<file path="src/rtl/iec_cs_sequencer.sv">
module iec_cs_sequencer #(
  parameter int FRAMES = 192,
  parameter int WORD   = 32
) (
  input  logic            clk,
  input  logic            rst,
  input  logic            frame_tick,
  input  logic [WORD-1:0] cfg_left_lo,
  input  logic [WORD-1:0] cfg_left_hi,
  input  logic [WORD-1:0] cfg_right_lo,
  input  logic [WORD-1:0] cfg_right_hi,
  input  logic            cfg_v_value,
  input  logic            cfg_v_send,
  output logic            cs_left,
  output logic            cs_right,
  output logic            v_out,
  output logic            block_start
);
  localparam int STATUS_BITS = 2 * WORD;
  localparam int IW = $clog2(FRAMES);
  localparam int SW = $clog2(STATUS_BITS);
  localparam logic [IW-1:0] LAST = IW'(FRAMES - 1);
  localparam logic [IW-1:0] SB   = IW'(STATUS_BITS);

  logic [IW-1:0]          idx;
  logic [STATUS_BITS-1:0] sh_l, sh_r;

  wire at_start = (idx == '0);
  wire [STATUS_BITS-1:0] use_l = at_start ? {cfg_left_hi, cfg_left_lo}   : sh_l;
  wire [STATUS_BITS-1:0] use_r = at_start ? {cfg_right_hi, cfg_right_lo} : sh_r;
  wire in_word = (idx < SB);
  wire [SW-1:0] bsel = idx[SW-1:0];
  wire bit_l = in_word & use_l[bsel];
  wire bit_r = in_word & use_r[bsel];

  always_ff @(posedge clk) begin
    if (rst) begin
      idx         <= '0;
      sh_l        <= '0;
      sh_r        <= '0;
      cs_left     <= 1'b0;
      cs_right    <= 1'b0;
      v_out       <= 1'b0;
      block_start <= 1'b0;
    end else if (frame_tick) begin
      if (at_start) begin
        sh_l <= use_l;
        sh_r <= use_r;
      end
      cs_left     <= bit_l;
      cs_right    <= bit_r;
      v_out       <= cfg_v_send & cfg_v_value;
      block_start <= at_start;
      idx         <= (idx == LAST) ? '0 : idx + 1'b1;
    end
  end


  a_r1_reset_clears: assert property (@(posedge clk)
    rst |=> (idx == '0) && !cs_left && !cs_right && !v_out && !block_start);


  a_r2_hold_without_tick: assert property (@(posedge clk) disable iff (rst)
    !frame_tick |=> $stable({cs_left, cs_right, v_out, block_start, idx}));


  a_r5_tail_zero: assert property (@(posedge clk) disable iff (rst)
    (frame_tick && !in_word) |=> !cs_left && !cs_right);


  a_r6_start_flag: assert property (@(posedge clk) disable iff (rst)
    frame_tick |=> (block_start == ($past(idx) == '0)));

  a_r6_index_range: assert property (@(posedge clk) disable iff (rst)
    idx <= LAST);

  a_r6_wrap: assert property (@(posedge clk) disable iff (rst)
    (frame_tick && idx == LAST) |=> idx == '0);


  a_r8_validity: assert property (@(posedge clk) disable iff (rst)
    frame_tick |=> v_out == ($past(cfg_v_send) && $past(cfg_v_value)));


  a_r9_shadow_stable: assert property (@(posedge clk) disable iff (rst)
    !(frame_tick && at_start) |=> $stable({sh_l, sh_r}));
endmodule

</file>
<file path="config.mk">
export PLATFORM = sky130hd
export DESIGN_NAME = iec_cs_sequencer
export DESIGN_NICKNAME = d
export VERILOG_FILES = /design/src/rtl/iec_cs_sequencer.sv
export SDC_FILE = /design/constraint.sdc
export NUM_CORES = 1
export LEC_CHECK = 0
export ABC_AREA = 1
export BUFFER_PORTS_ARGS = -buffer_cell sky130_fd_sc_hd__buf_2
export CAP_MARGIN = 20
export CORE_MARGIN = 8
export CORE_UTILIZATION = 50
export DETAILED_ROUTE_END_ITERATION = 8
export GPL_ROUTABILITY_DRIVEN = 0
export HOLD_SLACK_MARGIN = 0.02
export PLACE_DENSITY_LB_ADDON = 0.15
export RECOVER_POWER = 25
export SLEW_MARGIN = 20
export SYNTH_ARGS = -nofsm -noshare
export SYNTH_HDL_FRONTEND = slang
export SYNTH_SLANG_ARGS = --single-unit
</file>
<file path="constraint.sdc">
create_clock -name clk -period 6.1 [get_ports clk]
set_clock_uncertainty 0.15 [all_clocks]
set_input_delay 1.22 -clock clk [delete_from_list [all_inputs] [get_ports clk]]
set_output_delay 1.22 -clock clk [all_outputs]
set_load 0.02 [all_outputs]
</file>
Word level (Yosys, flattened, before mapping). Cells that the tools add are included.

Equal/unequal tests: 1. Mux-type cells: 7. Magnitude comparators: 2. Add/subtract/negate cells: 1. Reductions and logical operators: 2. Bitwise gates (word level): 3.

Operators by type and width (count): 2-to-1 mux 64 bit (2); binary-select mux 1 bit (select 6 bit) (2); adder 8 x 1 -> 8 bit, second input constant (1); == test 8 bit, second input constant (1); logical NOT 8 bit (1); less-than comparator 8 x 7 -> 1 bit, second input constant (1); 2-to-1 mux 8 bit (1); less-than comparator 6 x 7 -> 1 bit, second input constant (1); AND 1 bit (3); 2-to-1 mux 1 bit (2); AND reduction 2 bit (1).

Register bits after elaboration: 140.

Logic depth before layout (Yosys ltp).
Depth after elaboration: 5. Mapped depth: 23. Depth with buffers taken out: 19.

Worst setup path before layout. OpenSTA, ideal clock, no wires.

Path kind: register to register. Start: register idx[0]. End: register cs_right. Cell stages (with the launch flop): 20. Arrival: 2.390 ns. Period minus slack after synthesis: 2.670 ns. Data required time: 5.820 ns. Slack: 3.430 ns. Path through: dfxtp_1 > buf_2 > inv_1 > buf_4 > clkbuf_1 > ha_1 > nand2_1 > nor2_4 > nand2_4 > buf_6 > buf_6 > nand2_1 > nand3_1 > nand3_1 > nand2_1 > nand3b_1 > nand3_1 > nand3_1 > nand3_1 > a21oi_2.

Longest elaborated chain between the ends: 5. Elaborated cells on any way between the ends: 6. Classes of those cells: 1 x order compare; 3 x mux; 1 x bitwise; 1 x reduce/logical.

Ends and longest elaborated chain: start, declared (RTL line 25) `logic [IW-1:0] idx;`; start signal, assigned (RTL line 54) `idx <= (idx == LAST) ? '0 : idx + 1'b1;`; logical NOT 8 bit (RTL line 28) `wire at_start = (idx == '0);`; 2-to-1 mux 64 bit (RTL line 30) `wire [STATUS_BITS-1:0] use_r = at_start ? {cfg_right_hi, cfg_right_lo} : sh_r;`; binary-select mux 1 bit (select 6 bit) (RTL line 34) `wire bit_r = in_word & use_r[bsel];`; 2-to-1 mux 1 bit (not written as such) (RTL line 34); AND 1 bit (*) (RTL line 34); end signal, assigned (RTL line 51) `cs_right <= bit_r;`; end, declared (RTL line 15) `output logic cs_right,`.

Every way passes the cells marked *; elsewhere a longest branch is shown, timed or not. The select of a mux whose other input is x is not followed. A chain may end at the register's enable or synchronous reset.

Worst setup path after layout.
Start: input port rst. End: register sh_r[38].

RTL lines: start, declared (RTL line 6) `input logic rst,`; end signal, assigned (RTL line 48) `sh_r <= use_r;`; end, declared (RTL line 26) `logic [STATUS_BITS-1:0] sh_l, sh_r;`.

No word-level cell between the ends.

==> results.ini <==
[status]
status = finished with violations
violations = max-capacitance violations, max-slew violations

[finish]
synthToLayoutAreaGrowth_pct = 13.6
final_common_cell = nand3_1
fillers = 1587
drive_above_1_share_pct = 14.7
final_cell_mix = nand3_1, nand2_1, dfxtp_1
fin_nets = 1465
insertedDiodeCount = 0

[timing]
worst_pin_slew_ns = 3.78
rsz0062_at_grt = false
fin_crit_ns = 4.65
setup_ws_ns = 1.45
relSlewSlack_pct = -152
max_freq_mhz = 215
fin_setup_tns_ns = 0
slew_viol_final = 79
setup_violations = 0
finalCritPeriodShare_pct = 76.2
hold_violations = 0

[synth]
synth_top_cell_by_area = dfxtp_1
yosysWarnings = 0
synthCells = 1273
syn_avg_cell_area_um2 = 6.31
synthesis.area_um2 = 8040
netlist_top_cells_area = dfxtp_1, nand3_1, nand2_1
synth.distinct_cells = 31
syn_nets = 1408
ys_seq_area_share_pct = 34.9
ys_ff_latch = 140
synth_top_cell_area_share_pct = 34.9

[clocking]
cts_max_level = 4
numCtsBuffers = 17
tritoncts = yes
cts_sinks = 140
hold_buffers = 0
cts_resized = 0
cts_buffer_depth = 2
root_buffer = clkbuf_16
clk_latency_ns = 0.43
cts_setup_buffers = 0
clk_pin_slew_ns = 0.06

[critical_path]
end_kind = flip-flop
endpoint = sh_r[38]
critPathRequiredTime_ns = 6.06
rr_worst_depth = 16
startpoint = rst
arrival_ns = 4.61
slowest_delay_ns = 2.72
crit_chain = buf_4 -> clkbuf_1 -> a21oi_1
reg2reg_slack_ns = 2.52
start_kind = primary input
slowest_stage = clkbuf_1
cp_max_fo = 78
critPathKind = primary input to flip-flop
reg2reg_to = cs_right
r2r_start = idx[2]

[pwr]
p_seq_share_pct = 37.7
finalPower_mw = 2.67
powerDensity_nw_per_um2 = 292
p_leak_nw = 3.81
worst_ir_drop_vdd_mv = 0.233
pwr-share-comb_pct = 21.8
swShare_pct = 31.0
power.switching_mw = 0.828
clkPwrFrac_pct = 40.5
internal-power_mw = 1.84

[die]
rows = 46
coreArea_um2 = 15800
die_h_um = 143
dieArea_um2 = 20400
io_pins = 137
start_util_pct = 50.8
die_w_um = 143

[place]
portBuffers = 136
hpwl_um = 15300
place_ws_ns = 2.41

[global_route]
grt_pass1_wl_um = 41800
grt_max_degree = 98
grt_use_met2_pct = 39.6
grt_use_met3_pct = 4.64
grt_overflow = 0
top_usage_layer = met2
antenna_found_initial = 0
grt_use_total_pct = 25.2
grt_pass1_vias = 8216
grt_use_met1_pct = 34.4

[job]
max_cap_viol_count = 1

[routing]
drtIter0Drc = 1216
wl_per_cell_um = 16.7
wirelength_um = 26100
drt_first_pass_iters = 6
via_count = 8886
via_per_inst = 5.70
drc = 0
postRouteAntennaNets = 0

[min_path]
hold_path.class = flip-flop to flip-flop

-- kinds of logic (layout without fill, tap and decap cells) --
| kind of cell | after synthesis | count (layout) | share of synthesized area, % |
|---|---|---|---|
| and+or+nand+nor | 828 | 828 | 45.8 |
| AOI/OAI and AO/OA | 152 | 152 | 9.59 |
| buffers and inverters | 149 | 219 | 9.25 |
| DFF | 140 | 140 | 34.9 |
| adders and majority gates | 2 | 2 | 0.311 |
| xor gates and xnor gates | 2 | 2 | 0.218 |
-- worst max-delay path: cells and delay by family --
| family | cells | cell delay [ns] |
|---|---|---|
| compound gates | 1 | 0.16 |
| buf+inv | 2 | 3.19 |
-- worst min-delay path by stage --
stage / slack (ns) / start / end / cells past startpoint
after CTS: 0.31 / sh_l[13] / sh_l[13] / 2
after global placement: 0.30 / sh_r[22] / sh_r[22] / 2
final: 0.31 / sh_l[13] / sh_l[13] / 2
after global routing: 0.33 / sh_r[46] / sh_r[46] / 2
after floorplan: 0.29 / sh_l[12] / sh_l[12] / 2
after detailed placement: 0.31 / sh_r[13] / sh_r[13] / 2
-- metal layers --
layer	vias up	part of all wire [%]
met4	0	1.6
met3	32	7.8
met1	4099	44
met2	364	47
met5	-	0
li1	4391	-
-- power groups by stage --
| stage | Combinational, mW | Clock [mW] | Sequential, mW |
|---|---|---|---|
| 3_3_place_gp | 0.566 | 0 | 1.02 |
| 6_report | 0.580 | 1.08 | 1.01 |
| 5_1_grt | 0.646 | 1.13 | 1.01 |
| 4_1_cts | 0.572 | 1.09 | 1.00 |
| 2_1_floorplan | 0.420 | 0 | 1.02 |
| 3_5_place_dp | 0.569 | 0 | 1.02 |
-- cells in the mapped netlist, drive strengths merged --
library cell,n
nand3,405
nand2,352
dfxtp,140
a21oi,137
buf,67
nor2,62
clkbuf,45
inv,35
o21ai,12
nor3,6
a211oi,2
clkinv,2
ha,2
xor2,2
a31oi,1
nand3b,1
nor3b,1
nor4,1
-- registers in the layout (all words and copies together) (netlist names) --
register,cells
v_out,1
sh_r,64
sh_l,64
idx,8
cs_left,1
block_start,1
cs_right,1
-- per-stage QoR --
step / cell area [um^2] / cells / hold slack, ns / utilization (%)
2_1_floorplan: 8040 / 1273 / 0.294 / -
3_3_place_gp: 8510 / 1526 / 0.302 / 53.7
3_5_place_dp: 8510 / 1526 / 0.305 / 53.7
4_1_cts: 9120 / 1558 / 0.315 / 57.6
5_1_grt: 9130 / 1559 / 0.329 / 57.7
6_report: 9130 / 1559 / 0.313 / 57.7
-- final cells by class --
type	count	area (um^2)	share of cell area, %
Tap cell	216	270	2.96
Sequential cell	140	2800	30.7
Timing Repair Buffer	150	795	8.70
Clock inverter	12	144	1.58
Multi-Input combinational cell	984	4500	49.3
Inverter	37	146	1.60
Clock buffer	20	467	5.11
No activity file was read; power rests on OpenSTA's default activity.
